`src/rtl/sharer_pkg.sv`:
```
package sharer_pkg;

    typedef enum logic [2:0] {
        MSG_UPD   = 3'd0,
        MSG_ACK   = 3'd1,
        MSG_WRITE = 3'd2,
        MSG_REQ   = 3'd3,
        MSG_GRANT = 3'd4
    } msg_kind_e;

    typedef enum logic [1:0] {
        ST_IDLE,
        ST_MSG,
        ST_LOCAL,
        ST_SEND
    } node_state_e;

endpackage

```
`src/rtl/sharer_line_table.sv`:
```
module sharer_line_table #(
    parameter int LINES  = 4,
    parameter int NODE_W = 3,
    localparam int LINE_W = $clog2(LINES)
) (
    input  logic              clk,
    input  logic              rst_n,
    input  logic              link_en,
    input  logic [LINE_W-1:0] link_line,
    input  logic [NODE_W-1:0] link_next,
    input  logic              link_alone,
    input  logic              unhead_en,
    input  logic [LINE_W-1:0] unhead_line,
    input  logic [LINE_W-1:0] look_line,
    output logic              look_valid,
    output logic              look_head,
    output logic              look_tail,
    output logic [NODE_W-1:0] look_next,
    output logic [LINES-1:0]  valid_vec
);

    logic [LINES-1:0]  head_vec;
    logic [LINES-1:0]  tail_vec;
    logic [NODE_W-1:0] next_arr [LINES];

    // One entry of chain state per line
    for (genvar l = 0; l < LINES; l++) begin : g_line
        always_ff @(posedge clk or negedge rst_n) begin
            if (!rst_n) begin
                valid_vec[l] <= 1'b0;
                head_vec[l]  <= 1'b0;
                tail_vec[l]  <= 1'b0;
                next_arr[l]  <= '0;
            end else if (link_en && link_line == LINE_W'(l)) begin
                valid_vec[l] <= 1'b1;
                head_vec[l]  <= 1'b1;
                tail_vec[l]  <= link_alone;
                next_arr[l]  <= link_next;
            end else if (unhead_en && unhead_line == LINE_W'(l)) begin
                head_vec[l]  <= 1'b0;
            end
        end
    end

    assign look_valid = valid_vec[look_line];
    assign look_head  = head_vec[look_line];
    assign look_tail  = tail_vec[look_line];
    assign look_next  = next_arr[look_line];

    AST_LINK_MAKES_HEAD: assert property (@(posedge clk) disable iff (!rst_n)
        link_en |=> (head_vec[$past(link_line)] && valid_vec[$past(link_line)]));

endmodule

```
`src/rtl/sharer_word_store.sv`:
```
module sharer_word_store #(
    parameter int LINES  = 4,
    parameter int WORDS  = 4,
    parameter int DATA_W = 16,
    localparam int LINE_W = $clog2(LINES),
    localparam int OFF_W  = $clog2(WORDS)
) (
    input  logic              clk,
    input  logic              rst_n,
    input  logic              clr_en,
    input  logic [LINE_W-1:0] clr_line,
    input  logic              we,
    input  logic [LINE_W-1:0] w_line,
    input  logic [OFF_W-1:0]  w_off,
    input  logic [DATA_W-1:0] w_data,
    input  logic [LINE_W-1:0] rd_line,
    input  logic [OFF_W-1:0]  rd_off,
    output logic [DATA_W-1:0] rd_data
);

    logic [DATA_W-1:0] mem [LINES][WORDS];

    for (genvar l = 0; l < LINES; l++) begin : g_line
        for (genvar w = 0; w < WORDS; w++) begin : g_word
            always_ff @(posedge clk or negedge rst_n) begin
                if (!rst_n) begin
                    mem[l][w] <= '0;
                end else if (clr_en && clr_line == LINE_W'(l)) begin
                    mem[l][w] <= '0;
                end else if (we && w_line == LINE_W'(l) && w_off == OFF_W'(w)) begin
                    mem[l][w] <= w_data;
                end
            end
        end
    end

    assign rd_data = mem[rd_line][rd_off];

endmodule

```
`src/rtl/sharer_write_tracker.sv`:
```
module sharer_write_tracker #(
    parameter int MAX_PEND = 7,
    localparam int CNT_W = $clog2(MAX_PEND + 1)
) (
    input  logic             clk,
    input  logic             rst_n,
    input  logic             inc,
    input  logic             dec,
    output logic [CNT_W-1:0] count,
    output logic             performed
);

    always_ff @(posedge clk or negedge rst_n) begin
        if (!rst_n) begin
            count <= '0;
        end else if (inc && !dec && count != CNT_W'(MAX_PEND)) begin
            count <= count + 1'b1;
        end else if (dec && !inc && count != '0) begin
            count <= count - 1'b1;
        end
    end

    assign performed = (count == '0);

    AST_NO_UNDERFLOW: assert property (@(posedge clk) disable iff (!rst_n)
        dec |-> (count != '0));
    AST_NO_OVERFLOW: assert property (@(posedge clk) disable iff (!rst_n)
        inc |-> (count != CNT_W'(MAX_PEND)));
    AST_INC_CLEARS_PERFORMED: assert property (@(posedge clk) disable iff (!rst_n)
        (inc && !dec) |=> !performed);

endmodule

```
`src/rtl/sharer_node.sv`:
```
module sharer_node
    import sharer_pkg::*;
#(
    parameter int NODE_W   = 3,
    parameter int NODE_ID  = 2,
    parameter int DIR_ID   = 0,
    parameter int LINES    = 4,
    parameter int WORDS    = 4,
    parameter int DATA_W   = 16,
    parameter int MAX_PEND = 7,
    localparam int LINE_W  = $clog2(LINES),
    localparam int OFF_W   = $clog2(WORDS),
    localparam int CNT_W   = $clog2(MAX_PEND + 1)
) (
    input  logic              clk,
    input  logic              rst_n,
    input  logic              link_valid,
    input  logic [LINE_W-1:0] link_line,
    input  logic [NODE_W-1:0] link_next,
    input  logic              link_alone,
    input  logic              wr_valid,
    output logic              wr_ready,
    input  logic [LINE_W-1:0] wr_line,
    input  logic [OFF_W-1:0]  wr_off,
    input  logic [DATA_W-1:0] wr_data,
    input  logic [LINE_W-1:0] rd_line,
    input  logic [OFF_W-1:0]  rd_off,
    output logic              rd_valid,
    output logic [DATA_W-1:0] rd_data,
    input  logic              in_valid,
    output logic              in_ready,
    input  logic [2:0]        in_kind,
    input  logic [NODE_W-1:0] in_src,
    input  logic [NODE_W-1:0] in_origin,
    input  logic [LINE_W-1:0] in_line,
    input  logic [OFF_W-1:0]  in_off,
    input  logic [DATA_W-1:0] in_data,
    output logic              out_valid,
    output logic [2:0]        out_kind,
    output logic [NODE_W-1:0] out_dst,
    output logic [NODE_W-1:0] out_origin,
    output logic [LINE_W-1:0] out_line,
    output logic [OFF_W-1:0]  out_off,
    output logic [DATA_W-1:0] out_data,
    output logic [CNT_W-1:0]  pending,
    output logic              performed
);

    localparam logic [NODE_W-1:0] SELF = NODE_W'(NODE_ID);
    localparam logic [NODE_W-1:0] DIR  = NODE_W'(DIR_ID);

    node_state_e state_q, state_d;

    msg_kind_e         lat_kind;
    logic [NODE_W-1:0] lat_src, lat_origin;
    logic [LINE_W-1:0] lat_line;
    logic [OFF_W-1:0]  lat_off;
    logic [DATA_W-1:0] lat_data;

    logic              look_valid, look_head, look_tail;
    logic [NODE_W-1:0] look_next;
    logic [LINES-1:0]  valid_vec;

    logic              emit, store_we, cnt_inc, cnt_dec, unhead;
    msg_kind_e         e_kind;
    logic [NODE_W-1:0] e_dst, e_origin;
    msg_kind_e         out_kind_q;

    sharer_line_table #(.LINES(LINES), .NODE_W(NODE_W)) u_table (
        .clk(clk), .rst_n(rst_n),
        .link_en(link_valid), .link_line(link_line),
        .link_next(link_next), .link_alone(link_alone),
        .unhead_en(unhead), .unhead_line(lat_line),
        .look_line(lat_line), .look_valid(look_valid), .look_head(look_head),
        .look_tail(look_tail), .look_next(look_next), .valid_vec(valid_vec)
    );

    sharer_word_store #(.LINES(LINES), .WORDS(WORDS), .DATA_W(DATA_W)) u_store (
        .clk(clk), .rst_n(rst_n),
        .clr_en(link_valid), .clr_line(link_line),
        .we(store_we), .w_line(lat_line), .w_off(lat_off), .w_data(lat_data),
        .rd_line(rd_line), .rd_off(rd_off), .rd_data(rd_data)
    );

    sharer_write_tracker #(.MAX_PEND(MAX_PEND)) u_tracker (
        .clk(clk), .rst_n(rst_n), .inc(cnt_inc), .dec(cnt_dec),
        .count(pending), .performed(performed)
    );

    assign rd_valid = valid_vec[rd_line];

    // State register
    always_ff @(posedge clk or negedge rst_n) begin
        if (!rst_n) state_q <= ST_IDLE;
        else        state_q <= state_d;
    end

    // Request latch and outbound message register
    always_ff @(posedge clk or negedge rst_n) begin
        if (!rst_n) begin
            lat_kind   <= MSG_UPD;
            lat_src    <= '0;
            lat_origin <= '0;
            lat_line   <= '0;
            lat_off    <= '0;
            lat_data   <= '0;
            out_kind_q <= MSG_UPD;
            out_dst    <= '0;
            out_origin <= '0;
            out_line   <= '0;
            out_off    <= '0;
            out_data   <= '0;
        end else begin
            if (state_q == ST_IDLE) begin
                if (in_valid) begin
                    lat_kind   <= msg_kind_e'(in_kind);
                    lat_src    <= in_src;
                    lat_origin <= in_origin;
                    lat_line   <= in_line;
                    lat_off    <= in_off;
                    lat_data   <= in_data;
                end else if (wr_valid) begin
                    lat_kind   <= MSG_WRITE;
                    lat_src    <= SELF;
                    lat_origin <= SELF;
                    lat_line   <= wr_line;
                    lat_off    <= wr_off;
                    lat_data   <= wr_data;
                end
            end
            if (emit) begin
                out_kind_q <= e_kind;
                out_dst    <= e_dst;
                out_origin <= e_origin;
                out_line   <= lat_line;
                out_off    <= lat_off;
                out_data   <= lat_data;
            end
        end
    end

    // Next state and per-request decisions
    always_comb begin
        state_d  = state_q;
        emit     = 1'b0;
        store_we = 1'b0;
        cnt_inc  = 1'b0;
        cnt_dec  = 1'b0;
        unhead   = 1'b0;
        e_kind   = MSG_UPD;
        e_dst    = '0;
        e_origin = SELF;
        unique case (state_q)
            ST_IDLE: begin
                if (in_valid)      state_d = ST_MSG;    // accept_msg
                else if (wr_valid) state_d = ST_LOCAL;  // accept_write
            end
            ST_LOCAL: begin
                if (look_valid) begin
                    store_we = 1'b1;
                    if (look_head && !look_tail) begin
                        emit = 1'b1; cnt_inc = 1'b1;
                        e_kind = MSG_UPD; e_dst = look_next;
                    end else if (!look_head) begin
                        emit = 1'b1; cnt_inc = 1'b1;
                        e_kind = MSG_WRITE; e_dst = DIR;
                    end
                end
                state_d = emit ? ST_SEND : ST_IDLE;     // emit / settle
            end
            ST_MSG: begin
                unique case (lat_kind)
                    MSG_UPD: begin
                        if (look_valid) begin
                            store_we = 1'b1;
                            if (!look_tail) begin
                                emit = 1'b1; e_kind = MSG_UPD;
                                e_dst = look_next; e_origin = lat_origin;
                            end else if (lat_origin == SELF) begin
                                cnt_dec = 1'b1;
                            end else begin
                                emit = 1'b1; e_kind = MSG_ACK;
                                e_dst = lat_origin; e_origin = lat_origin;
                            end
                        end
                    end
                    MSG_ACK: cnt_dec = 1'b1;
                    MSG_REQ: begin
                        if (look_valid && look_head) begin
                            unhead = 1'b1; emit = 1'b1;
                            e_kind = MSG_GRANT; e_dst = lat_src;
                        end
                    end
                    default: ;
                endcase
                state_d = emit ? ST_SEND : ST_IDLE;     // emit / settle
            end
            ST_SEND: state_d = ST_IDLE;                 // drain
            default: state_d = ST_IDLE;
        endcase
    end

    // Outputs
    always_comb begin
        out_valid = (state_q == ST_SEND);
        out_kind  = out_kind_q;
        in_ready  = (state_q == ST_IDLE);
        wr_ready  = (state_q == ST_IDLE) && !in_valid;
    end

    AST_SEND_SINGLE: assert property (@(posedge clk) disable iff (!rst_n)
        out_valid |=> !out_valid);
    AST_BUSY_AFTER_ACCEPT: assert property (@(posedge clk) disable iff (!rst_n)
        (in_valid && in_ready) |=> !in_ready);
    AST_SOLE_SILENT: assert property (@(posedge clk) disable iff (!rst_n)
        (state_q == ST_LOCAL && look_valid && look_head && look_tail) |=> !out_valid);
    AST_NO_SELF_FORWARD: assert property (@(posedge clk) disable iff (!rst_n)
        (out_valid && out_kind == MSG_UPD) |-> (out_dst != SELF));

endmodule

```
`config.mk`:
```
export PLATFORM = sky130hd
export DESIGN_NAME = sharer_node
export DESIGN_NICKNAME = d
export VERILOG_FILES = /design/src/rtl/sharer_pkg.sv /design/src/rtl/sharer_line_table.sv /design/src/rtl/sharer_word_store.sv /design/src/rtl/sharer_write_tracker.sv /design/src/rtl/sharer_node.sv
export SDC_FILE = /design/constraint.sdc
export NUM_CORES = 1
export LEC_CHECK = 0
export BUFFER_PORTS_ARGS = -buffer_cell sky130_fd_sc_hd__buf_2
export CORE_MARGIN = 3
export CORE_UTILIZATION = 25
export DETAILED_ROUTE_END_ITERATION = 6
export PLACE_DENSITY_LB_ADDON = 0.25
export SYNTH_ARGS = -nofsm -noshare
export SYNTH_HDL_FRONTEND = slang
export SYNTH_SLANG_ARGS = --single-unit
```
`constraint.sdc`:
```
create_clock -name clk -period 5.5 [get_ports clk]
set_clock_uncertainty 0.2 [all_clocks]
set_input_delay 0.825 -clock clk [delete_from_list [all_inputs] [get_ports clk]]
set_output_delay 0.825 -clock clk [all_outputs]
set_load 0.02 [all_outputs]
```
==> flow_results.org, run 1 <==
** Yosys
- Post-synth net total :: 1661
- A synthesized cell averages 10.08 um2.
- Share of the yosys chip area belonging to registers :: between 50% and 60%
- The Yosys step of the flow raised 0 warnings.
- Most used flip-flop cell after synthesis :: sky130_fd_sc_hd__dfrtp_1
- Yosys cell types :: 50
- The cell area that synthesis handed to floorplanning was about 16000 um2.
- In this run, synthesis inferred 0 flip-flops with an integrated enable.
- Post-synthesis async set-or-reset flop share :: 100.0%
- The synthesized design contains 343 register bits.
- Cell count after synthesis :: 1592

** Floorplan
- Overall die area :: between 60000 and 70000 um2
- Core ar. :: between 60000 and 70000 um2
- I/O pin count :: 117
- The floorplan step set the die height to 259.4 um.
- Initial core utilization :: 25.35%
- Die width :: 259.4 um
- The floorplan has 92 rows.

** Clocking
- In this run the post-CTS setup repair buffer count came out at 0.
- Clock slew at reported path FFs :: approximately 0.06 ns
- The H-tree was split into 2 levels.
- TritonCTS built the clock tree.
- In this run, post-CTS hold repair placed 0 buffers.
- Latest clock arrival within the worst-skew pair :: 0.56 ns
- Post-cts sizing count :: 0
- The clock passes through at most 3 buffers.
- TritonCTS created 42 clock buffers.
- The tree is rooted in a sky130_fd_sc_hd__clkbuf_16.
- For this design, the sink count on the clock tree is between 300 and 400.

** Setup path
- Kind of start point of the critical path :: primary input
- Capturing point of the worst reg2reg path :: u_tracker.count[2]$_DFFE_PN0P_
- Worst setup slack for register-to-register paths :: just under 2 ns
- Timing startpoint of the critical path :: rd_line[1]
- Kind of end point of the critical path :: primary output
- Data arrival at the endpoint of the critical path :: 2.96 ns
- Depth of the most critical reg-to-reg path :: 8
- Worst flop-to-flop path startpoint :: lat_line[0]$_DFFE_PN0P_
- For the worst setup path, the data required time is between 4 and 5 ns.
- The setup path with the least slack is of type primary input to primary output.
- In this run the worst path has a maximum fanout of 33.

** Drt
- Detailed Routing Iterations Pass 1 :: 5
- DRC Markers :: 0
- Final WL :: 55250 um
- The routed layout has 12260 vias.
- Via density per instance :: 4.869
- The detail route stage leaves a number of antenna-violating nets equal to 0.
- The detailed router finished its first iteration with 998 violations.
- WL per Instance :: 21.93 um

** STA
- Setup slack closes at 1.518 ns.
- Number of slew-limit violations in the final report :: 0
- Hold violation count in the final report :: 0
- RSZ-0062 raised after global routing :: no
- Static timing analysis puts the maximum clock frequency at 0.2511 GHz.
- Setup violations remaining at the end of the flow were counted as 0.
- Measured slew at the worst slew-check pin :: 1.211 ns
- Final Critical Period :: between 3 and 4 ns
- Slew headroom :: between 10% and 20%
- Of the available clock period, the critical path in the final layout requires 72.40%.
- Total Neg Setup Slack :: 0 ns

** Finish
- For this run, the post-layout net count is 1708.
- Signed area change from the synthesized netlist to the final layout :: 17.83%
- Share of layout cells above drive strength 1 :: 20.47%
- After filler insertion, the fill cell instance count of the layout stands at 6592.

** Run status
- The run finished with clean final reports.

** Global routing
- Global-route wire length before repair :: 83710 um
- The initial antenna violation count was 0.
- The via count of the first global-routing pass came to 12500.
- Total routing usage reported by global routing :: between 10% and 20%
- Entering global routing, the biggest net connects about 110 pins.
- Global route overflow :: 0

** Place
- Number of port buffers :: 116
- Before CTS, the worst setup slack after placement is around 1.5 ns.
- The congestion estimate from routability-driven global placement came to 0.7981.
- Detailed placement ended at an HPWL of 33940 um.

** Power and ir drop
- Total power per unit cell area :: 463.0 nW/um2
- Static leakage :: 0.007973 uW
- Worst vdd rail ir drop :: roughly 0.00018 V

** Flow run
- MaxCap Viol Count :: 0

** Min path
- The worst hold path belongs to the class primary input to async pin.
==> metal layers <==
layer	track usage, %	up-vias	wire, um
met3	3.092	102	3499
li1	-	5529	-
met2	26.41	426	26330
met5	0.8041	-	71
met4	5.652	2	1657
met1	22.53	6205	23690
==> area by class of cell <==
class	instances	area (um2)	share of cell area (%)
diodes	2	5.005	0.02647
clock buffers	64	1295	6.849
clock inverters	12	141.4	0.7478
inverters	3	11.26	0.05956
multi-input cells	1115	7023	37.14
flip-flops and latches	343	8583	45.39
well taps	846	1059	5.598
repair buffers	134	790.8	4.182
==> where the power goes <==
part / total (uW) / switching, uW / internal [uW]
sequential: 3910 / 812 / 3100
combinational: 1970 / 1110 / 855
clock: 2880 / 1120 / 1760
total: 8750 / 3040 / 5710
==> stage by stage <==
stage          total power, uW  hold slack, ns  utilization, %  cells  cell area, um2
2_1_floorplan             5074          0.2443               -   1592           16050
3_3_place_gp              5892          0.2593           27.59   2441           17470
6_report                  8755          0.1014           29.87   2519           18910
5_1_grt                   9254          0.2104           29.86   2517           18900
3_5_place_dp              5948          0.2647           27.59   2441           17470
4_1_cts                   8865          0.1938           29.86   2517           18900
==> worst max-delay path by stage <==
stage | end | cells past startpoint
final | rd_data[12] | 5
after detailed placement | rd_data[12] | 5
after CTS | rd_data[12] | 5
after global placement | rd_data[14] | 5
after floorplan | rd_data[10] | 4
after global routing | rd_data[14] | 5
==> state kept, by name, indices dropped and copies added (netlist names), 3 cells and up <==
signal	count
out_origin	3
u_table.head_vec	4
lat_origin	3
lat_src	3
out_kind	3
out_dst	3
u_store.mem	256
u_table.tail_vec	4
lat_kind	3
u_table.next_arr	12
u_table.valid_vec	4
out_data	16
lat_data	16
u_tracker.count	3
==> cells in the mapped netlist (all sizes together), types with 2 or more instances <==
cell	n	area, um2
and3	7	43.79
a21o	4	30.03
a22o	6	52.55
mux4	87	1959
o31ai	3	36.28
o21ai	32	163.9
mux2	36	405.4
nor3	9	50.05
o21a	2	15.01
a21oi	264	1325
o22a	3	26.28
o21bai	2	15.01
nor2b	7	43.79
nand3	10	50.05
and3b	2	17.52
or2	4	25.02
nand2b	2	12.51
nand2	570	2140
dfrtp	343	8583
inv	3	11.26
buf	23	120.1
ha	4	50.05
clkbuf	108	405.4
nor3b	5	37.54
a222oi	2	20.02
nor2	18	67.56
and2	3	18.77
mux2i	20	200.2
==> logic make-up after synthesis <==
| kind of cell | after synthesis | share of synthesized area [%] |
|---|---|---|
| buf+inv | 134 | 3.345 |
| flops | 343 | 53.49 |
| compound gates | 324 | 10.80 |
| simple gates | 643 | 15.95 |
| mux | 143 | 15.98 |
| fa+ha+maj | 5 | 0.4367 |
==> critical path, stage by stage <==
cell,delay [ns]
sky130_fd_sc_hd__buf_2,0.71
sky130_fd_sc_hd__buf_12,0.31
sky130_fd_sc_hd__mux4_2,0.35
sky130_fd_sc_hd__mux4_2,0.52
sky130_fd_sc_hd__buf_2,0.19
==> cells in the final DEF, fill, tap and decap left out, drive strengths merged, types with 9 or more instances in the layout <==
cell type	netlist	final
nor3	9	9
mux2i	20	20
nand3	10	10
mux2	36	36
buf	23	134
mux4	87	87
o21ai	32	32
nor2	18	18
a21oi	264	264
dfrtp	343	343
clkbuf	108	64
nand2	570	570
(Power assumes the default switching activity.)
==> run 2, diff against run 1 <==
--- a/config.mk
+++ b/config.mk
@@ -5,6 +5,7 @@
 export SDC_FILE = /design/constraint.sdc
 export NUM_CORES = 1
 export LEC_CHECK = 0
+export ABC_AREA = 1
 export BUFFER_PORTS_ARGS = -buffer_cell sky130_fd_sc_hd__buf_2
 export CORE_MARGIN = 3
 export CORE_UTILIZATION = 25
==> constraint.sdc (replaced) <==
create_clock -name clk -period 3.9 [get_ports clk]
set_clock_uncertainty 0.2 [all_clocks]
set_input_delay 0.585 -clock clk [delete_from_list [all_inputs] [get_ports clk]]
set_output_delay 0.585 -clock clk [all_outputs]
set_load 0.02 [all_outputs]
==> flow_results.org, run 2 <==
** Yosys
- Number of enable-type register cells in the synthesized netlist :: 0 (unchanged)
- Synthesized area divided by synthesized cell count :: 8.290 um2 (-18%)
- Cell count after synthesis :: 2022 (+27%)
- The number of warning messages in the yosys log was 0 (unchanged).
- The post-synth net total was 2091 (+26%).
- The register area share after synthesis came to 51.21% (-2.3 points).
- Yosys cell types :: 43 (-14%)
- Synth Register Bits :: 343 (unchanged)
- Cell types with the highest counts after synthesis :: sky130_fd_sc_hd__nand2_1 (581), sky130_fd_sc_hd__dfrtp_1 (343), sky130_fd_sc_hd__nand3_1 (291), sky130_fd_sc_hd__o21ai_0 (180), sky130_fd_sc_hd__nor2_1 (165)
- Fraction of synthesized cell area taken by the top area cell type :: 51.21% (-2.3 points)
- Among all flip-flop cells after synthesis, the most frequent one is sky130_fd_sc_hd__dfrtp_1.
- sky130_fd_sc_hd__dfrtp_1 takes more of the synthesized area than any other cell.
- The share of flip-flops with an asynchronous set or reset is 100.0% (unchanged).
- Sorting the synthesized cells by area gives the leading types as sky130_fd_sc_hd__dfrtp_1 (51%), sky130_fd_sc_hd__nand2_1 (13%), sky130_fd_sc_hd__nand3_1 (8.7%).
- The netlist area before placement came to 16760 um2 (+4.5%).
- Yosys instantiated no cell more often than sky130_fd_sc_hd__nand2_1.

** Finish
- Highest-count cells in the layout ignoring fill and taps :: sky130_fd_sc_hd__nand2_1 (581), sky130_fd_sc_hd__dfrtp_1 (343), sky130_fd_sc_hd__nand3_1 (289)
- The largest registers in the layout are u_store.mem x256, lat_data x16, out_data x16.
- Layout Cell Area excl Fill :: 19540 um2 (+3.4%)
- Combined flip-flop and latch cell area :: 8583 um2 (unchanged)
- Area used by multi-input combinational logic :: 7201 um2 (+2.5%)
- Counting flops per register, the top entry is u_store.mem.
- Leaving out fill and tap cells, the most frequent cell in the layout is sky130_fd_sc_hd__nand2_1.
- The area growth from synthesis to layout is 16.59%.
- Max reg flops :: 256 (unchanged)
- The antenna cell count is 0 (-2).
- The fraction of final layout cells sized beyond drive strength 1 came to 12.84% (-7.6 points).
- # nets final :: 2151 (+26%)
- Number of fill cells in the layout :: 7094 (+7.6%)

** Power and ir drop
- The net switching component of the power was 4537 uW (+49%).
- Net Sw Frac :: 38.46% (+3.7 points)
- The areal power density over the cells is 603.5 nW/um2 (+30%).
- Static leakage :: 0.009829 uW (+23%)
- Worst vdd rail ir drop :: 0.0003103 V (+68%)
- The clock network fraction of design power came to 32.6% (-0.3 points).
- Sequential cell fraction of total power :: 38.9% (-5.8 points)
- Pint :: 7259 uW (+27%)
- The power share of the combinational group came to 28.5% (+6.0 points).

** Setup path
- The maximum fanout along the worst path came to 24 (-27%).
- Kind of start point of the critical path :: primary input
- Critical Path, Cell by Cell :: buf_4 -> inv_2 -> buf_4 -> nor2_1 -> o32ai_1 -> o211ai_1 -> nand2_1 -> buf_2
- Grouping stages by cell kind, the critical path spends the most delay in buffers and inverters.
- Worst Path Class, Setup :: primary input to primary output
- Data arrival at the endpoint of the critical path :: 2.45 ns (-0.51 ns)
- Data required time of the worst path :: 3.12 ns (-1.35 ns)
- The cell that appears most often on the critical path is sky130_fd_sc_hd__buf_4.
- The longest individual stage delay on the worst path is 0.45 ns (-0.26 ns).
- The largest individual stage delay along the critical path comes from the cell sky130_fd_sc_hd__inv_2.
- STA classifies the critical path endpoint as a primary output.
- Buffers and inverters on the worst path :: 4 (+1)

** Clocking
- The maximum root-to-sink buffer count is 3 (unchanged).
- The number of CTS-inserted buffers was 39 (-7.1%).
- The clock-pin slew reported for the worst setup and hold paths after clock tree synthesis came to 0.06 ns (about the same).
- The clock latency on the worst-skew pair came to 0.54 ns (-0.02 ns).
- The tree is rooted in a sky130_fd_sc_hd__clkbuf_16.
- Clock tree from TritonCTS :: done
- The number of resized instances in the post-cts repair step is 0 (unchanged).
- CTS sink cnt :: 343 (unchanged)
- Clock H-tree levels :: 2 (unchanged)

** Global routing
- Number of antenna violations at the first check in global routing :: 0 (unchanged)
- The total overflow reported by the global router came to 0 (unchanged).
- Pin count of the biggest net entering global routing :: 91 (-18%)
- The via count of the first global-routing pass was 14700 (+18%).
- The first-pass GRT wire length came to 97520 um (+17%).
- Total routing usage reported by global routing :: 18.35% (+1.8 points)

** STA
- Setup repair after global routing left no endpoint under its margin.
- The relative max-transition margin was 27.50% (+8.5 points).
- The final number of setup-violating endpoints is 0 (unchanged).
- Fmax achieved :: approximately 0.31 GHz
- Total Neg Setup Slack :: 0 ns (unchanged)
- The final critical path takes up approximately 83% of the cycle.
- Final Critical Period :: 3.240 ns
- Number of slew-limit violations in the final report :: 0 (unchanged)
- The number of failing hold endpoints at the final stage is 0 (unchanged).
- The slew at the pin closest to its max-slew limit is 1.088 ns (-0.1239 ns).

** Place
- Post-detailed-placement half-perimeter wirelength :: 41170 um (+21%)
- The instance area after placement is 18220 um2 (+4.3%).
- The port buffer count is 116 (unchanged).
- The placer's final routability congestion estimate was 0.8373 (+4.9%).

** Drt
- The count of unresolved DRC violations after routing came to 0 (unchanged).
- Via density per instance :: 5.089 (+4.5%)
- Vias :: 15140 (+23%)
- Detailed Routing Iterations Pass 1 :: 5 (unchanged)
- The violation count after the first detailed-route iteration was 1666 (+67%).
- The average wire per standard cell came to 22.01 um (+0.34%).
- Post-route ant nets :: 0 (unchanged)
- Final WL :: 65460 um (+18%)

** Min path
- The path class of the tightest hold or removal check is primary input to register.

** Floorplan
- Rows :: 94 (+2.2%)
- The die footprint was 70190 um2 (+4.4%).
- The initial standard-cell utilization of the core was 25.36% (about the same).
- The horizontal die dimension is 264.9 um (+2.2%).
- Core ar. :: 66100 um2 (+4.4%)
- I/O pin count :: 117 (unchanged)
- The height of the die was 264.9 um (+2.2%).

** Run status
- The flow ran to the end, and the final reports show no timing, DRC or antenna violations.

** Flow run
- The max-capacitance violation count is 0 (unchanged).
## run 2: cell count changes after synthesis, sizes merged, moves of 18 or more
| cell | delta |
|---|---|
| a21oi | -258 |
| buf | +20 |
| inv | +80 |
| mux2 | -36 |
| mux2i | +26 |
| mux4 | -87 |
| nand2 | +18 |
| nand3 | +297 |
| nor2 | +149 |
| o211ai | +37 |
| o21ai | +168 |
| o221ai | +46 |
## run 2: layout make-up
class                   instances  area share, %
well taps                     864          5.531
multi-input cells            1448          36.84
clock buffers                  56          5.845
repair buffers                157          5.147
clock inverters                13         0.8579
inverters                      93          1.857
flip-flops and latches        343          43.92
## run 2: layer usage
| layer | track usage [%] | routed length (um) | up-vias |
|---|---|---|---|
| met1 | 26.51 | 29890 | 7446 |
| met2 | 27.30 | 27810 | 697 |
| met4 | 4.783 | 1691 | 0 |
| met3 | 4.632 | 6064 | 97 |
| met5 | 0 | 0 | - |
| li1 | - | - | 6896 |
## run 2: what timing repair did
action                                 CTS  global route
setup buffers                            0             0
hold buffers                             1             0
setup endpoints to repair                0             0
endpoints found under the hold margin   85             0
## run 2: cells by family after synthesis
kind of cell    after synthesis  share of synthesized area [%]
simple gates               1082                          28.01
fa+ha+maj                     5                         0.4180
mux                          46                          2.747
buf+inv                     231                          6.001
compound gates              315                          11.62
flops                       343                          51.21
## run 2: metrics by stage
step | cells | utilization [%] | hold WS, ns | total power [uW] | setup slack (ns)
6_report | 2974 | 29.57 | 0.06647 | 11800 | 0.6601
5_1_grt | 2974 | 29.57 | 0.06209 | 12440 | 0.5397
4_1_cts | 2974 | 29.57 | 0.03934 | 11860 | 0.6798
3_5_place_dp | 2904 | 27.57 | 0.2642 | 7985 | 0.6758
3_3_place_gp | 2904 | 27.57 | 0.2628 | 7945 | 0.6684
2_1_floorplan | 2022 | - | 0.08941 | 6574 | 1.208
## run 2: worst paths after layout
kind | slack (ns) | start | cells after the start | endpoint
hold reg to reg | 0.28 | out_kind[0]$_DFFE_PN0P_ | 2 | out_kind[0]$_DFFE_PN0P_
max in group asynchronous | 2.01 | rst_n | 3 | u_store.mem[16]$_DFFE_PN0P_
min in group asynchronous | 0.46 | rst_n | 2 | u_store.mem[7]$_DFFE_PN0P_
setup / recovery | 0.66 | rd_line[0] | 8 | rd_data[1]
hold / removal | 0.07 | in_kind[2] | 2 | lat_kind[2]$_DFFE_PN0P_
setup reg to reg | 0.78 | lat_line[0]$_DFFE_PN0P_ | 10 | u_store.mem[15]$_DFFE_PN0P_
## run 2: power by group through the flow
stage          sequential, uW  clock [uW]  combinational, uW
2_1_floorplan            4570           0               2000
3_3_place_gp             4620           0               3320
3_5_place_dp             4630           0               3360
4_1_cts                  4570        3920               3370
5_1_grt                  4650        4070               3730
6_report                 4590        3840               3360
==> run 3, diff against run 2 <==
--- a/config.mk
+++ b/config.mk
@@ -5,7 +5,7 @@
 export SDC_FILE = /design/constraint.sdc
 export NUM_CORES = 1
 export LEC_CHECK = 0
-export ABC_AREA = 1
+export ABC_AREA = 0
 export BUFFER_PORTS_ARGS = -buffer_cell sky130_fd_sc_hd__buf_2
 export CORE_MARGIN = 3
 export CORE_UTILIZATION = 25
==> constraint.sdc (replaced) <==
create_clock -name clk -period 3.25 [get_ports clk]
set_clock_uncertainty 0.2 [all_clocks]
set_input_delay 0.4875 -clock clk [delete_from_list [all_inputs] [get_ports clk]]
set_output_delay 0.4875 -clock clk [all_outputs]
set_load 0.02 [all_outputs]
==> flow_results.org, run 3 (synthesis results as in run 1) <==
** Place
- The port buffer count came to 116 (unchanged).
- Area of placed instances :: 17790 um2 (-2.4%)
- Routability congestion estimate from global placement :: 0.7819 (-6.6%)
- The placed instance count came to 2478 (-15%).
- The pre-CTS setup slack came to 0.2026 ns (-0.4732 ns).
- Post-detailed-placement half-perimeter wirelength :: 33160 um (-19%)

** Finish
- Leaving out fill and tap cells, the most frequent cells in the layout are sky130_fd_sc_hd__nand2_1 (570), sky130_fd_sc_hd__dfrtp_1 (342), sky130_fd_sc_hd__a21oi_1 (263).
- The largest registers in the layout are u_store.mem x256, lat_data x16, out_data x16.
- Total inserted antenna cells :: 0 (unchanged)
- u_store.mem holds more flip-flops than any other register.
- Share of layout cells above drive strength 1 :: 21.26% (+8.4 points)
- Leaving out fill and tap cells, the most frequent cell in the layout is sky130_fd_sc_hd__nand2_1.
- From synthesis to final layout, the design area changed by 22.06%.
- Layout Cell Area excl Fill :: 19590 um2 (+0.22%)
- Number of fill cells in the layout :: 6588 (-7.1%)
- # nets final :: 1773 (-18%)
- Number of standard cells in the layout, taps in and fillers out :: 2582 (-13%)
- The number of flip-flops under the largest register name is 256 (unchanged).

** Clocking
- The clock latency on the worst-skew pair was 0.56 ns (+0.02 ns).
- Buffer cell driving the clock tree root :: sky130_fd_sc_hd__clkbuf_16
- Total clock buffers created by CTS :: 42 (+7.7%)
- The H-tree depth was 2 (unchanged).
- TritonCTS built the clock tree.
- The maximum root-to-sink buffer count was 3 (unchanged).
- The clock sink total is 343 (unchanged).
- Clock slew at reported path FFs :: 0.05 ns (about the same)
- The number of setup buffers added after CTS is 0 (unchanged).

** Power and ir drop
- Worst vdd rail ir drop :: 0.0003333 V (+7.4%)
- The leakage power was 0.008327 uW (-15%).
- The areal power density over the cells is 776.0 nW/um2 (+29%).

** Setup path
- The worst register-to-register path ends at u_tracker.count[2]$_DFFE_PN0P_.
- In this run the critical register-to-register path is launched from lat_line[0]$_DFFE_PN0P_.
- The maximum fanout along the worst path was 18 (-25%).
- The critical path ends at rd_data[6].
- The critical path required time is 2.56 ns (-0.56 ns).
- The worst path arrival time came to 2.35 ns (-0.10 ns).
- Depth of the most critical reg-to-reg path :: 9 (-1)
- The setup slack of the worst register-to-register path is 0.34 ns (-0.44 ns).
- Timing startpoint of the critical path :: rd_line[0]
- The critical path is of the primary input to primary output type.
- The worst setup path is captured at a primary output.
- STA classifies the critical path startpoint as a primary input.

** Global routing
- The first-pass GRT wire length was 82710 um (-15%).
- Pin count of the biggest net entering global routing :: 81 (-11%)
- The total overflow reported by the global router came to 0 (unchanged).
- The via count of the first global-routing pass was 13010 (-12%).
- Number of antenna violations at the first check in global routing :: 1 (+1)
- Total routing usage reported by global routing :: 16.17% (-2.2 points)

** STA
- Measured slew at the worst slew-check pin :: 0.8287 ns (-0.2588 ns)
- The relative max-transition margin is 44.75% (+17 points).
- RSZ-0062 raised after global routing :: no
- Setup slack of the critical path after layout :: 0.2105 ns (-0.4496 ns)
- Based on the critical path, the design can be clocked at up to 0.3290 GHz.
- After layout, the worst path uses between 90 and 100% of the clock period.
- Counting I/O delays and the setup requirement, the final critical path takes slightly above 3 ns.
- Final Setup Violations :: 0 (unchanged)
- Total Neg Setup Slack :: 0 ns (unchanged)
- Number of slew-limit violations in the final report :: 0 (unchanged)
- The number of failing hold endpoints at the final stage is 0 (unchanged).

** Drt
- The wire length on met1 was 23800 um (-20%).
- The average wire per standard cell was 20.91 um (-5.0%).
- The count of unresolved DRC violations after routing is 0 (unchanged).
- Topmost layer with routed signal wires :: met4
- Initial detailed-routing violation count :: 998 (-40%)
- Met3 wire length :: 3445 um (-43%)
- Vias :: 12540 (-17%)
- The total iterations of the first detailed-routing run was 5 (unchanged).
- The wire length on met2 came to 25460 um (-8.4%).
- Final WL :: 54000 um (-18%)
- The vias per cell came to 4.855 (-4.6%).
- The number of nets still failing antenna checks after routing was 0 (unchanged).

** Floorplan
- Die width :: 259.4 um (-2.1%)
- The height of the die was 259.4 um (-2.1%).
- Overall die area :: 67260 um2 (-4.2%)
- Initial core utilization :: 25.35% (about the same)
- Core ar. :: 63310 um2 (-4.2%)
- I/O pin count :: 117 (unchanged)
- The placement row count came to 92 (-2.1%).

** Run status
- Outcome :: completed

** Min path
- Hold Path Class :: primary input to register

** Flow run
- The max-capacitance violation count was 0 (unchanged).
run 3: where the power goes:
part | switching (uW) | internal [uW]
logic | 1920 | 1570
registers | 1320 | 5240
clock network | 1930 | 3220
run 3: routing by layer:
| layer | up-vias | GRT usage [%] |
|---|---|---|
| li1 | 5666 | - |
| met1 | 6381 | 21.85 |
| met2 | 398 | 26.34 |
| met3 | 91 | 3.287 |
| met4 | 0 | 4.453 |
| met5 | - | 0 |
run 3: metrics by stage:
stage | hold slack (ns) | total power [uW] | util [%]
6_report | 0.02913 | 15200 | 30.94
5_1_grt | 0.02595 | 16060 | 30.94
4_1_cts | 0.001037 | 15400 | 30.93
3_5_place_dp | 0.2661 | 10130 | 28.10
3_3_place_gp | 0.2589 | 10060 | 28.10
2_1_floorplan | -0.008091 | 8587 | -
run 3: worst min-delay path by stage:
stage,start,to,slack (ns),cells past startpoint
3_3_place_gp,rst_n,u_store.mem[240]$_DFFE_PN0P_,0.26,1
6_report,wr_data[5],lat_data[5]$_DFFE_PN0P_,0.03,3
4_1_cts,in_data[1],lat_data[1]$_DFFE_PN0P_,0.001,3
2_1_floorplan,rst_n,lat_data[0]$_DFFE_PN0P_,-0.008,0
5_1_grt,in_data[5],lat_data[5]$_DFFE_PN0P_,0.03,3
3_5_place_dp,rst_n,u_store.mem[224]$_DFFE_PN0P_,0.27,1
run 3: timing repair:
| item | CTS | global route |
|---|---|---|
| hold buffers | 28 | 0 |
| hold endpoints to repair | 83 | 0 |
| endpoints found under the setup margin | 0 | 1 |
| gates resized for setup | 0 | 1 |
run 3: cell type report:
| class | count | area, um2 | share of cell area (%) |
|---|---|---|---|
| Timing Repair Buffer | 199 | 1449 | 7.397 |
| Multi-Input combinational cell | 1115 | 6968 | 35.58 |
| Inverter | 3 | 11.26 | 0.05749 |
| Tap cell | 846 | 1059 | 5.404 |
| Clock buffer | 56 | 1195 | 6.101 |
| Sequential cell | 343 | 8584 | 43.83 |
| Clock inverter | 20 | 320.3 | 1.635 |
run 3: worst max-delay path, stage by stage:
cell and delay [ns]:
sky130_fd_sc_hd__buf_4 0.29, sky130_fd_sc_hd__buf_12 0.25, sky130_fd_sc_hd__mux4_2 0.56, sky130_fd_sc_hd__mux4_2 0.54
sky130_fd_sc_hd__buf_2 0.19
